--- config.mk ---
export PLATFORM = sky130hd
export DESIGN_NAME = addsub_carry_unit
export DESIGN_NICKNAME = d
export VERILOG_FILES = /design/src/rtl/addsub_pkg.sv /design/src/rtl/addsub_core.sv /design/src/rtl/msr_reg.sv /design/src/rtl/wb_reg.sv /design/src/rtl/addsub_carry_unit.sv
export SDC_FILE = /design/constraint.sdc
export NUM_CORES = 1
export LEC_CHECK = 0
export BUFFER_PORTS_ARGS = -buffer_cell sky130_fd_sc_hd__buf_4
export CAP_MARGIN = 30
export CORE_MARGIN = 5
export CORE_UTILIZATION = 51
export CTS_BUF_LIST = sky130_fd_sc_hd__clkbuf_16
export DETAILED_ROUTE_END_ITERATION = 10
export GPL_ROUTABILITY_DRIVEN = 0
export PLACE_DENSITY = 0.89
export SLEW_MARGIN = 20
export SYNTH_ARGS = -nofsm -noshare
export SYNTH_HDL_FRONTEND = slang
export SYNTH_SLANG_ARGS = --single-unit
--- constraint.sdc ---
create_clock -name clk_i -period 3.4 [get_ports clk_i]
set_input_delay 0.68 -clock clk_i [delete_from_list [all_inputs] [get_ports clk_i]]
set_output_delay 0.68 -clock clk_i [all_outputs]
set_load 0.1 [all_outputs]
--- src/rtl/addsub_pkg.sv ---
package addsub_pkg;
  localparam int XLEN       = 32;
  localparam int REG_IDX_W  = 5;
  localparam int CARRY_BIT  = 31;
  localparam int MIRROR_BIT = 2;
  localparam int PROT_BIT   = 10;
  localparam logic [XLEN-1:0] MSR_RESET = 32'h0000_0400;
  localparam int KEEP_POS   = 2;
  localparam int USEC_POS   = 1;

  typedef enum logic {OP_ADD = 1'b0, OP_RSUB = 1'b1} op_e;
endpackage

--- src/rtl/addsub_core.sv ---
module addsub_core #(
  parameter int W = 32
) (
  input  logic         sub_i,
  input  logic         use_c_i,
  input  logic         carry_i,
  input  logic [W-1:0] a_i,
  input  logic [W-1:0] b_i,
  output logic [W-1:0] sum_o,
  output logic         cout_o
);
  logic [W-1:0] opa;
  logic         cin;
  logic [W:0]   full;

  always_comb begin
    opa  = sub_i ? ~a_i : a_i;
    // default carry-in: 0 for add, 1 for reverse subtract
    cin  = use_c_i ? carry_i : sub_i;
    full = {1'b0, opa} + {1'b0, b_i} + {{W{1'b0}}, cin};
  end

  assign sum_o  = full[W-1:0];
  assign cout_o = full[W];
endmodule

--- src/rtl/msr_reg.sv ---
module msr_reg #(
  parameter int W          = 32,
  parameter int CARRY_BIT  = 31,
  parameter int MIRROR_BIT = 2,
  parameter int PROT_BIT   = 10,
  parameter logic [W-1:0] RESET_VAL = '0
) (
  input  logic         clk_i,
  input  logic         rst_ni,
  input  logic         sw_we_i,
  input  logic [W-1:0] sw_data_i,
  input  logic         c_we_i,
  input  logic         c_val_i,
  output logic [W-1:0] msr_o
);
  localparam logic [W-1:0] PROT_MASK  = W'(1) << PROT_BIT;
  localparam logic [W-1:0] CARRY_MASK = (W'(1) << CARRY_BIT) | (W'(1) << MIRROR_BIT);

  logic [W-1:0] msr_q, base, nxt;

  always_comb begin
    base = sw_we_i ? ((sw_data_i & ~PROT_MASK) | (msr_q & PROT_MASK)) : msr_q;
    nxt  = base;
    if (c_we_i) nxt = (base & ~CARRY_MASK) | ({W{c_val_i}} & CARRY_MASK);
  end

  always_ff @(posedge clk_i or negedge rst_ni) begin
    if (!rst_ni) msr_q <= RESET_VAL;
    else         msr_q <= nxt;
  end

  assign msr_o = msr_q;
endmodule

--- src/rtl/wb_reg.sv ---
module wb_reg #(
  parameter int W     = 32,
  parameter int IDX_W = 5
) (
  input  logic             clk_i,
  input  logic             rst_ni,
  input  logic             we_i,
  input  logic [IDX_W-1:0] idx_i,
  input  logic [W-1:0]     data_i,
  output logic             we_o,
  output logic [IDX_W-1:0] idx_o,
  output logic [W-1:0]     data_o
);
  always_ff @(posedge clk_i or negedge rst_ni) begin
    if (!rst_ni) begin
      we_o   <= 1'b0;
      idx_o  <= '0;
      data_o <= '0;
    end else begin
      we_o <= we_i;
      if (we_i) begin
        idx_o  <= idx_i;
        data_o <= data_i;
      end
    end
  end
endmodule

--- src/rtl/addsub_carry_unit.sv ---
module addsub_carry_unit
  import addsub_pkg::*;
(
  input  logic                 clk_i,
  input  logic                 rst_ni,
  input  logic                 valid_i,
  input  logic                 sub_i,
  input  logic [2:1]           opcode_i,
  input  logic [REG_IDX_W-1:0] dest_i,
  input  logic [XLEN-1:0]      a_i,
  input  logic [XLEN-1:0]      b_i,
  input  logic                 msr_we_i,
  input  logic [XLEN-1:0]      msr_wdata_i,
  output logic                 rf_we_o,
  output logic [REG_IDX_W-1:0] rf_waddr_o,
  output logic [XLEN-1:0]      rf_wdata_o,
  output logic [XLEN-1:0]      msr_o
);
  logic          keep, use_c, cout, rf_we, c_we;
  logic [XLEN-1:0] sum;
  op_e           op;

  assign keep  = opcode_i[KEEP_POS];
  assign use_c = opcode_i[USEC_POS];
  assign op    = op_e'(sub_i);
  assign rf_we = valid_i && (dest_i != '0);
  assign c_we  = valid_i && !keep;

  addsub_core #(.W(XLEN)) u_core (
    .sub_i   (op == OP_RSUB),
    .use_c_i (use_c),
    .carry_i (msr_o[CARRY_BIT]),
    .a_i     (a_i),
    .b_i     (b_i),
    .sum_o   (sum),
    .cout_o  (cout)
  );

  msr_reg #(
    .W(XLEN), .CARRY_BIT(CARRY_BIT), .MIRROR_BIT(MIRROR_BIT),
    .PROT_BIT(PROT_BIT), .RESET_VAL(MSR_RESET)
  ) u_msr (
    .clk_i     (clk_i),
    .rst_ni    (rst_ni),
    .sw_we_i   (msr_we_i),
    .sw_data_i (msr_wdata_i),
    .c_we_i    (c_we),
    .c_val_i   (cout),
    .msr_o     (msr_o)
  );

  wb_reg #(.W(XLEN), .IDX_W(REG_IDX_W)) u_wb (
    .clk_i  (clk_i),
    .rst_ni (rst_ni),
    .we_i   (rf_we),
    .idx_i  (dest_i),
    .data_i (sum),
    .we_o   (rf_we_o),
    .idx_o  (rf_waddr_o),
    .data_o (rf_wdata_o)
  );
endmodule

# [Yosys cells after proc, flatten, opt, wreduce, memory -nomap -nowiden]
# Index checks and enable logic that the tools add are counted.
[classes] eq_ne=0 muxes=4 addsub=2 bitwise=3 n_lt_le_gt_ge=0 reduce_logical=5 multipliers=0 div_mod_pow=0 n_shift=0
[ops] op="$mux 32" n=3
[ops] op="$add 32x32->33" n=1
[ops] op="$add 33x1->33" n=1
[ops] op="$not 32->32" n=1
[ops] op="$or 31x32->32" n=1
[ops] op="$or 32x11->32" n=1
[ops] op="$reduce_bool 5->1" n=1
[ops] op="$logic_and 1x1->1" n=2
[ops] op="$reduce_bool 2->1" n=1
[ops] op="$logic_not 1->1" n=1
[ops] op="$mux 1" n=1
[totals] elab_cells=19 romBits=0 register_bits=70 mem_bits_rw=0 latch_bits=0 inputBits=108 mem_count=0 output_inout_bits=70

# [Depth between registers and ports, before layout]
# Gate-level depths: netlist of run 1.
[logic_depth] depth_word=6 depth_mapped=11 mapped_depth_nobuf=9

# [Cells and area by module]
# Synthesis of run 1 repeated with hierarchy kept, for this count alone.
[unflattened] hier_cells=450 area_unflattened_um2=4954.8
[modules_own_cells] module="addsub_core" cells_each=299 area_per_inst_um2=2147.1 seq_area_each_um2=0.0 n_inst=1
[modules_own_cells] module="wb_reg" cells_each=79 area_per_inst_um2=1551.5 seq_area_each_um2=950.9 n_inst=1
[modules_own_cells] module="msr_reg" cells_each=69 area_per_inst_um2=1234.9 seq_area_each_um2=775.7 n_inst=1
[modules_own_cells] module="addsub_carry_unit" cells_each=3 area_per_inst_um2=21.3 seq_area_each_um2=0.0 n_inst=1

# [Worst setup path after synthesis of run 1]
# No wires, ideal clock.
[synth_path] path_kind="input -> register" start="input sub_i" end="register u_wb.data_o[18]" stages=11 slack_ns=-0.248 arrival_ns=3.522 path_cell_list="clkbuf_1 buf_1 xor2_1 fa_1 fa_1 a21oi_1 o211ai_1 a21oi_1 o21ai_1 a21o_1 a221o_1"
[synth_via] elab_chain_cells=3 word_cells_on_any_way=4
[synth_rtl] element="from (decl)" line_no="addsub_carry_unit.sv:7" text="input logic sub_i,"
[synth_rtl] element="$mux 32" line_no="addsub_core.sv:17" text="opa = sub_i ? ~a_i : a_i;"
[synth_rtl] element="$add 32x32->33" line_no="addsub_core.sv:20" text="full = {1'b0, opa} + {1'b0, b_i} + {{W{1'b0}}, cin};"
[synth_rtl] element="$add 33x1->33 (*)" line_no="addsub_core.sv:20"
[synth_rtl] element="to (signal assigned)" line_no="wb_reg.sv:23" text="data_o <= data_i;"
[synth_rtl] element="to (decl)" line_no="wb_reg.sv:12" text="output logic [W-1:0] data_o"
# Every way passes the cells marked *; elsewhere a longest branch is shown, timed or not.
# A chain may end at the register's enable or synchronous reset.

# [Worst setup path in the final report of run 1]
[layout_path] start="input opcode_i[1] (netlist bit)" end="register u_wb.data_o[18]"
[layout_via] elab_chain_cells=2
[layout_rtl] element="from (decl)" line_no="addsub_carry_unit.sv:8" text="input logic [2:1] opcode_i,"
[layout_rtl] element="$mux 1" line_no="addsub_core.sv:19" text="cin = use_c_i ? carry_i : sub_i;"
[layout_rtl] element="$add 33x1->33" line_no="addsub_core.sv:20"
# No other way between the ends.

==> impl_summary.md, run 1 <==
Timing
The count of final max-slew check failures is 0. Setup repair after global routing left no endpoint under its margin. The final-report hold violation count is 0.

For the final database, setup skew stands at 0.0135 ns. The setup TNS is 0 ns. For the finished layout, the period the worst path requires is roughly 3.1 ns. Setup violations remaining at the end of the flow were counted as 0. The highest clock rate is between 300 and 400 MHz. The worst path uses 92.2% of the clock period.

Finish
Leaving out fill and tap cells, the most frequent cells in the layout are sky130_fd_sc_hd__buf_4 (194), sky130_fd_sc_hd__nand2_1 (77), sky130_fd_sc_hd__dfrtp_1 (69). The final antenna diode count is 0. The most frequent standard cell in the layout excluding fill and tap cells is sky130_fd_sc_hd__buf_4. The synthesis-to-layout area growth is 35.9%. Cells with a size suffix above 1 make up between 30% and 40% of the layout. The final net count is 860.

Floorplanning
The die boundary width is 108 um. The core region is 9330 um2. After floorplanning, the core was divided into 35 placement rows. The initial core utilization is 52.9%. The full die area is ~12000 um2. The die is between 100 and 150 um tall. The boundary pin count is about 180.

Synthesis
The share of Yosys cell area claimed by the top area cell type is between 30% and 40%. The synthesized design contains 0 enable-type register cells. The yosys synthesis warning count is 0.

The number of unique standard cell types used by synthesis is 69. Ranked by total cell area, the synthesized netlist is headed by sky130_fd_sc_hd__dfrtp_1 (35%), sky130_fd_sc_hd__ha_1 (7.9%), sky130_fd_sc_hd__mux2_2 (6.8%). The async set-or-reset flop fraction in the synthesized netlist is 100%. After synthesis, the mean cell area works out to about 9.1 um2. The count of state elements after synthesis is 69. For this run, the leading register cell type out of synthesis is sky130_fd_sc_hd__dfrtp_1. The number of nets in the synthesized netlist is between 600 and 700.

Summing the sequential cell areas from Yosys gives around a third of the chip area. The instance count of the mapped netlist is 541. The netlist area before placement is 4930 um2. Of all cell types, the one taking the most synthesized area is sky130_fd_sc_hd__dfrtp_1.

Setup path
The depth of the most critical reg-to-reg path is 9. The origin of the critical flop-to-flop path is u_msr.msr_o[31]. For the worst setup path, the data required time is 3.60 ns. For the worst setup path, the data arrival time is between 3 and 4 ns. Along the worst path, the maximum fanout reaches 3. By startpoint and endpoint, the worst setup path is classified as in2reg.

The internal reg-to-reg setup slack is approximately 0.37 ns. In this run the critical register-to-register path is captured at u_wb.data_o[18]. The worst setup path is launched from an input pin. The worst setup path is captured at a flop.

Clocking
The number of clock buffers added by TritonCTS is 9. The H-tree was split into 3 levels. Clock latency on the worst-skew pair, taken at its later pin, is 0.33 ns. The post-cts hold buffer count is 0. The root buffer cell is sky130_fd_sc_hd__clkbuf_16. No sink is reached through more buffers than the 2 on the longest clock path.

The number of setup buffers added after CTS is 0. The clock transition time at the flip-flop clock pins of the worst setup and hold paths is 0.07 ns. The total number of clock tree sinks is just under 70. TritonCTS built the clock tree. The total of cells resized after clock tree synthesis is 0.

Power and ir drop
The net switching power is 2.15 mW. The leakage component of the power is around 3.2 nW. Power spread over the standard cell area amounts to 631 nW/um2.

The cell-internal power is 2.08 mW. The combinational share of power is between 50% and 60%. Of the total power, the share spent switching nets is just over 50%. The overall power of the completed layout is 4.23 mW.

Sequential cells burn between 20% and 30% of the power. The worst ir drop on vdd is 295 uV. Of the total power, the clock network draws between 10% and 20%.

GRT
The wire length of the first global-routing pass is roughly 23000 um. The number of antenna violations at the first check in global routing is 0. The residual overflow from global routing is 0. The overall fraction of global-route tracks in use is 24.4%. Entering global routing, the biggest net connects 70 pins. The number of global-route vias before repair came to 4847.

Run status
The run finished with clean final reports.

Routing
For this run, design rule violations remaining after detail routing come to 0. The number of nets still failing antenna checks after routing is 0. The average via count per standard cell is around 5.8.

The routed via count is 4935. The initial detailed-routing violation count is 572. The wire length per cell after detailed routing is 17.2 um. The first detailed-routing pass ran for 5 iterations. The wire length after detailed routing is 14600 um.

Placed design
The number of port buffers is between 150 and 200. After legalization and detailed placement, the total HPWL measured ~12000 um.

Hold path
The worst min-delay path class is in2async.

Flow run
The count of maximum capacitance violations is 0.
-- Yosys cell counts (3+ instances only) --
library cell,count
sky130_fd_sc_hd__nand4_1,14
sky130_fd_sc_hd__a21oi_1,33
sky130_fd_sc_hd__a211o_1,3
sky130_fd_sc_hd__nor2b_1,4
sky130_fd_sc_hd__o21a_1,8
sky130_fd_sc_hd__and3_1,6
sky130_fd_sc_hd__ha_1,31
sky130_fd_sc_hd__o21ai_0,36
sky130_fd_sc_hd__clkbuf_1,10
sky130_fd_sc_hd__buf_4,3
sky130_fd_sc_hd__inv_1,7
sky130_fd_sc_hd__o211ai_1,7
sky130_fd_sc_hd__buf_2,8
sky130_fd_sc_hd__a31oi_1,4
sky130_fd_sc_hd__o21ai_1,5
sky130_fd_sc_hd__nor2_1,24
sky130_fd_sc_hd__dfrtp_1,69
sky130_fd_sc_hd__xnor2_1,12
sky130_fd_sc_hd__nand2_1,77
sky130_fd_sc_hd__nor3_1,11
sky130_fd_sc_hd__mux2_2,30
sky130_fd_sc_hd__o31ai_1,3
sky130_fd_sc_hd__o21bai_1,4
sky130_fd_sc_hd__nand3_1,19
sky130_fd_sc_hd__buf_1,6
sky130_fd_sc_hd__xor2_1,34
sky130_fd_sc_hd__a211oi_1,10
sky130_fd_sc_hd__nand2b_1,4
sky130_fd_sc_hd__a21o_1,10
-- cell type report --
type,count,area (um2)
inverter,8,30.0
timing repair buffer,195,1480
multi-input combinational,436,3050
tap,129,161
sequential,69,1730
clock inverter,6,33.8
clock buffer,9,225
fill,718,2630
-- registers in the layout (all words and copies together), names as in the netlist --
register / flops
u_msr.msr_o: 31
u_wb.idx_o: 5
u_wb.we_o: 1
u_wb.data_o: 32
-- kinds of logic after synthesis --
| family | synth area share (%) |
|---|---|
| compound gates | 20.5 |
| xor+xnor | 8.17 |
| fa+ha+maj | 8.68 |
| buf+inv | 3.20 |
| flops | 35.0 |
| mux | 6.85 |
| other cells | 0.0760 |
| simple gates | 17.5 |
-- worst max path at each step --
stage	slack, ns	endpoint	depth (start not counted)	start
after global routing	0.09	u_wb.data_o[18]	10	opcode_i[1]
after floorplan	0.05	u_wb.data_o[18]	11	sub_i
final	0.27	u_wb.data_o[18]	10	opcode_i[1]
after global placement	0.02	u_wb.data_o[18]	10	opcode_i[1]
after detailed placement	-0.04	u_wb.data_o[18]	10	opcode_i[1]
after CTS	0.29	u_wb.data_o[30]	10	opcode_i[1]
-- critical path: stages --
cell,delay [ns]
sky130_fd_sc_hd__buf_4,0.08
sky130_fd_sc_hd__mux2_2,0.33
sky130_fd_sc_hd__fa_1,0.41
sky130_fd_sc_hd__fa_1,0.43
sky130_fd_sc_hd__a21oi_1,0.24
sky130_fd_sc_hd__o211ai_1,0.21
sky130_fd_sc_hd__a21oi_1,0.30
sky130_fd_sc_hd__o21ai_1,0.16
sky130_fd_sc_hd__a21o_1,0.20
sky130_fd_sc_hd__a221o_1,0.28
-- stage by stage --
stage | area, um2 | setup WS, ns | hold slack (ns) | std cells | utilization (%)
after floorplan | 4940 | 0.0508 | 0.384 | 541 | -
after global placement | 6420 | 0.0183 | 0.461 | 836 | 68.9
after detailed placement | 6420 | -0.0419 | 0.466 | 836 | 68.9
after CTS | 6680 | 0.286 | 0.479 | 851 | 71.6
after global routing | 6700 | 0.0917 | 0.274 | 852 | 71.8
final | 6700 | 0.266 | 0.252 | 852 | 71.8
-- power groups by stage --
stage               clock network, mW  registers [mW]  logic (mW)
floorplan                           0            2.13       0.685
global placement                    0            1.06        2.30
global route                    0.870            1.08        2.47
finish                          0.817            1.06        2.36
CTS                             0.827            1.06        2.35
detailed placement                  0            1.07        2.34
-- per-layer routing --
metal	routed length, um	GRT usage (%)	share of wire [%]
met4	401	8.21	2.7
met2	7150	42.9	49
met3	1400	4.72	9.6
met5	0	0	0
met1	5660	30.1	39
Note: power is estimated with default switching activity, not from simulation.
==> run 2, diff against run 1 <==
Settings changed: SLEW_MARGIN 20 to not set, SYNTH_HIERARCHICAL set to 1.
==> impl_summary.md, run 2 <==
Run status
The run finished with clean final reports.

Synthesis
The instance count of the mapped netlist is 450. In the post-synthesis netlist, the biggest area contributors are sky130_fd_sc_hd__dfrtp_1 (35%), sky130_fd_sc_hd__mux2_4 (12%), sky130_fd_sc_hd__xor2_1 (8.5%). After synthesis the cells add up to around 5000 um2.

In the synthesized netlist the async set-or-reset flop fraction comes to 100%. The netlist uses 53 different library cells. The count of flip-flops with a built-in enable after synthesis is 0. The largest total area in the synthesized netlist belongs to sky130_fd_sc_hd__dfrtp_1. The most numerous cell in the Yosys netlist is sky130_fd_sc_hd__dfrtp_1. The share of synthesized area in the top cell type comes to between 30% and 40%. The mean instance size in the synthesized netlist is approximately 11 um2.

The net count after synthesis is 591. The primary flip-flop cell chosen by synthesis mapping is sky130_fd_sc_hd__dfrtp_1. The yosys synthesis warning count is 6. Counting flops and latches in the post-synthesis netlist gives between 60 and 70. Sequential elements use 34.8% of the synthesized area. Sorting the synthesized cells by how often they occur yields sky130_fd_sc_hd__dfrtp_1 (69), sky130_fd_sc_hd__xor2_1 (48), sky130_fd_sc_hd__mux2_4 (40).

Timing
The final-layout worst hold slack is 0.454 ns. The clock skew after layout is 0.00575 ns. Across all setup checks in the final design, the least slack found is about 0.16 ns.

The count of final max-slew check failures is 0. Setup violations remaining at the end of the flow were counted as 0. The final-report hold violation count is 0. The routed design could run at a clock period as short as 3.24 ns. The final critical path takes up 95.3% of the cycle.

The highest clock rate is 309 MHz. The pin slew with the least headroom to its limit is 0.892 ns. The worst pin sits at a relative slew slack of between 40% and 50%.

Finish
The share of final-layout standard cells stronger than drive strength 1 is 48.7%. More flip-flops sit in one register than any other, and that register is u_wb/data_o. Counting the fill cells in the layout gives 699. In the final layout, flip-flops and latches occupy 1730 um2.

From synthesis to final layout, the design area changed by 42.6%. The final net count is 822. The area occupied by multi-input gates is 3060 um2. The library cells used most frequently in the layout, excluding fill and tap cells, are sky130_fd_sc_hd__buf_4 (237), sky130_fd_sc_hd__dfrtp_1 (69), sky130_fd_sc_hd__xor2_1 (47).

The number of antenna diodes in the final layout is 0. The most frequent standard cell in the layout excluding fill and tap cells is sky130_fd_sc_hd__buf_4. The register with the most flip-flops in the layout has 32 of them. At the end of the flow the core is filled with cells to 73.3%.

Setup path
Across all register-to-register paths, the minimum setup slack is 0.32 ns. The endpoint arrival time on the critical path is 3.46 ns. Counting cells, the worst reg-to-reg path comes to 13. The endpoint identified for the worst register-to-register timing path is u_wb/data_o[16]. The critical path is of the in2reg type. The endpoint type of the worst setup path is a flop.

The largest fanout of any net on the critical path is 17. The worst setup path is launched from an input pin. STA puts the critical path data required time at 3.62 ns. The worst register-to-register path begins at u_msr/msr_o[31].

Routing
Detailed routing inserted a total of 4482 vias. The number of DRC violations after detailed routing is 0. After detailed routing, the number of vias per cell comes to ~5.5.

The wire length per cell after detailed routing is 17.5 um. Wires add up to 14400 um. The pre-antenna-repair detailed-routing pass consisted of 5 iterations.

Once detail routing completed, the nets flagged for antenna violations numbered 0. For this block, the initial DRC count from the detailed router was 295.

Floorplanning
The placeable core area is 9640 um2. Pin placement for this block handled 178 I/O pins. Once the floorplan was initialized, standard cells occupied 51.4% of the core. The floorplan step defined a die boundary enclosing 11800 um2.

The y dimension of the die is 109 um. The number of placement rows is 36. The die is 109 um wide.

Clocking
The clock latency on the worst-skew pair is 0.33 ns. Counting every sink on the clock net gives 69. The clock transition time at the flip-flop clock pins of the worst setup and hold paths is 0.06 ns.

TritonCTS built the clock tree. The worst-case clock buffer depth is 2. Buffers inserted during clock tree synthesis total 9. The depth of the CTS H-tree is 3. The root buffer cell chosen for the clock tree is sky130_fd_sc_hd__clkbuf_16. In this run the post-CTS setup repair buffer count came out at 0.

GRT
The overall fraction of global-route tracks in use is 24.2%. The number of global-route vias before repair was 4701. Summed over all layers, the global routing overflow is 0. The global-route track usage on met2 is roughly 44%. The number of antenna violations at the first check in global routing is 0. Entering global routing, the biggest net connects 70 pins.

The met3 global-route usage is ~5.3%. The first global-routing pass estimated around 23000 um of wire. The global routing's busiest layer is met2. The met1 usage in global routing is 28.1%.

Power and ir drop
The worst ir drop on vdd is between 400 and 500 uV. The completed layout was analyzed and its total power is approximately 5.1 mW. Summed over all cells, the static leakage comes to between 3 and 4 nW. The total power divided by cell area is 718 nW/um2.

Flow run
The count of maximum capacitance violations is 0.

Placed design
Timing analysis after detailed placement gives a worst setup slack of -0.198 ns. During placement, the flow inserted port buffers numbering 175. The wire-length estimate of the detail-placed layout is 11100 um.

Hold path
In this run the worst hold path is classified as in2async.
==> run 2: worst max path at each step <==
stage,from,to,slack (ns),cells after the start
after floorplan,sub_i,u_wb/data_o[28],-0.08,13
after global placement,opcode_i[1],u_msr/msr_o[31],-0.15,12
after detailed placement,opcode_i[1],u_msr/msr_o[31],-0.20,12
after CTS,opcode_i[1],u_msr/msr_o[31],0.15,12
final,sub_i,u_wb/data_o[31],0.16,12
after global routing,sub_i,u_wb/data_o[31],-0.001,13
==> run 2: layout make-up <==
class                           count  share of cell area, %
Multi-Input combinational cell    354                   43.3
Timing Repair Buffer              237                   25.2
Sequential cell                    69                   24.4
Clock buffer                        9                   3.19
Tap cell                          133                   2.35
Clock inverter                      7                   1.04
Inverter                           10                  0.531
==> run 2: worst max-delay path: stages <==
cell and delay, ns:
sky130_fd_sc_hd__buf_4 0.14, sky130_fd_sc_hd__buf_4 0.22, sky130_fd_sc_hd__buf_4 0.20, sky130_fd_sc_hd__xor2_1 0.16, sky130_fd_sc_hd__ha_1 0.34, sky130_fd_sc_hd__nand2_1 0.10, sky130_fd_sc_hd__or3_4 0.39, sky130_fd_sc_hd__o311ai_0 0.50
sky130_fd_sc_hd__a31oi_1 0.17, sky130_fd_sc_hd__buf_4 0.17, sky130_fd_sc_hd__mux2i_1 0.10, sky130_fd_sc_hd__mux2_2 0.26
==> run 2: repair_timing <==
item / in CTS / in global routing
hold endpoints to repair: 0 / 0
hold buffers: 0 / 0
setup endpoints to repair: 0 / 6
gates resized for setup: 0 / 5
==> run 2: cells by family after synthesis <==
family	share of synthesized area, %
compound gates	15.2
simple gates	7.42
mux	19.6
flops	34.8
xor+xnor	10.4
fa+ha+maj	8.64
buf+inv	3.86
other cells	0.0757
==> run 2: routing by layer <==
| metal | vias up | wire length [um] |
|---|---|---|
| met2 | 206 | 7420 |
| met4 | 0 | 221 |
| met5 | - | 0 |
| met1 | 2145 | 5650 |
| met3 | 23 | 1080 |
| li1 | 2108 | - |
==> run 2: metrics by stage <==
| step | cells | cell area, um2 | TNS (ns) |
|---|---|---|---|
| 6_report | 819 | 7070 | 0 |
| 5_1_grt | 819 | 7070 | -0.00117 |
| 4_1_cts | 819 | 7050 | 0 |
| 3_5_place_dp | 803 | 6750 | -1.49 |
| 3_3_place_gp | 803 | 6750 | -1.05 |
| 2_1_floorplan | 450 | 4960 | -0.119 |
==> run 2: report_power, final <==
part / leakage, nW / switching (mW) / internal (mW) / total [mW]
clock network: 0.146 / 0.376 / 0.570 / 0.946
logic: 2.59 / 2.08 / 0.914 / 3.00
registers: 0.807 / 0.115 / 1.01 / 1.13
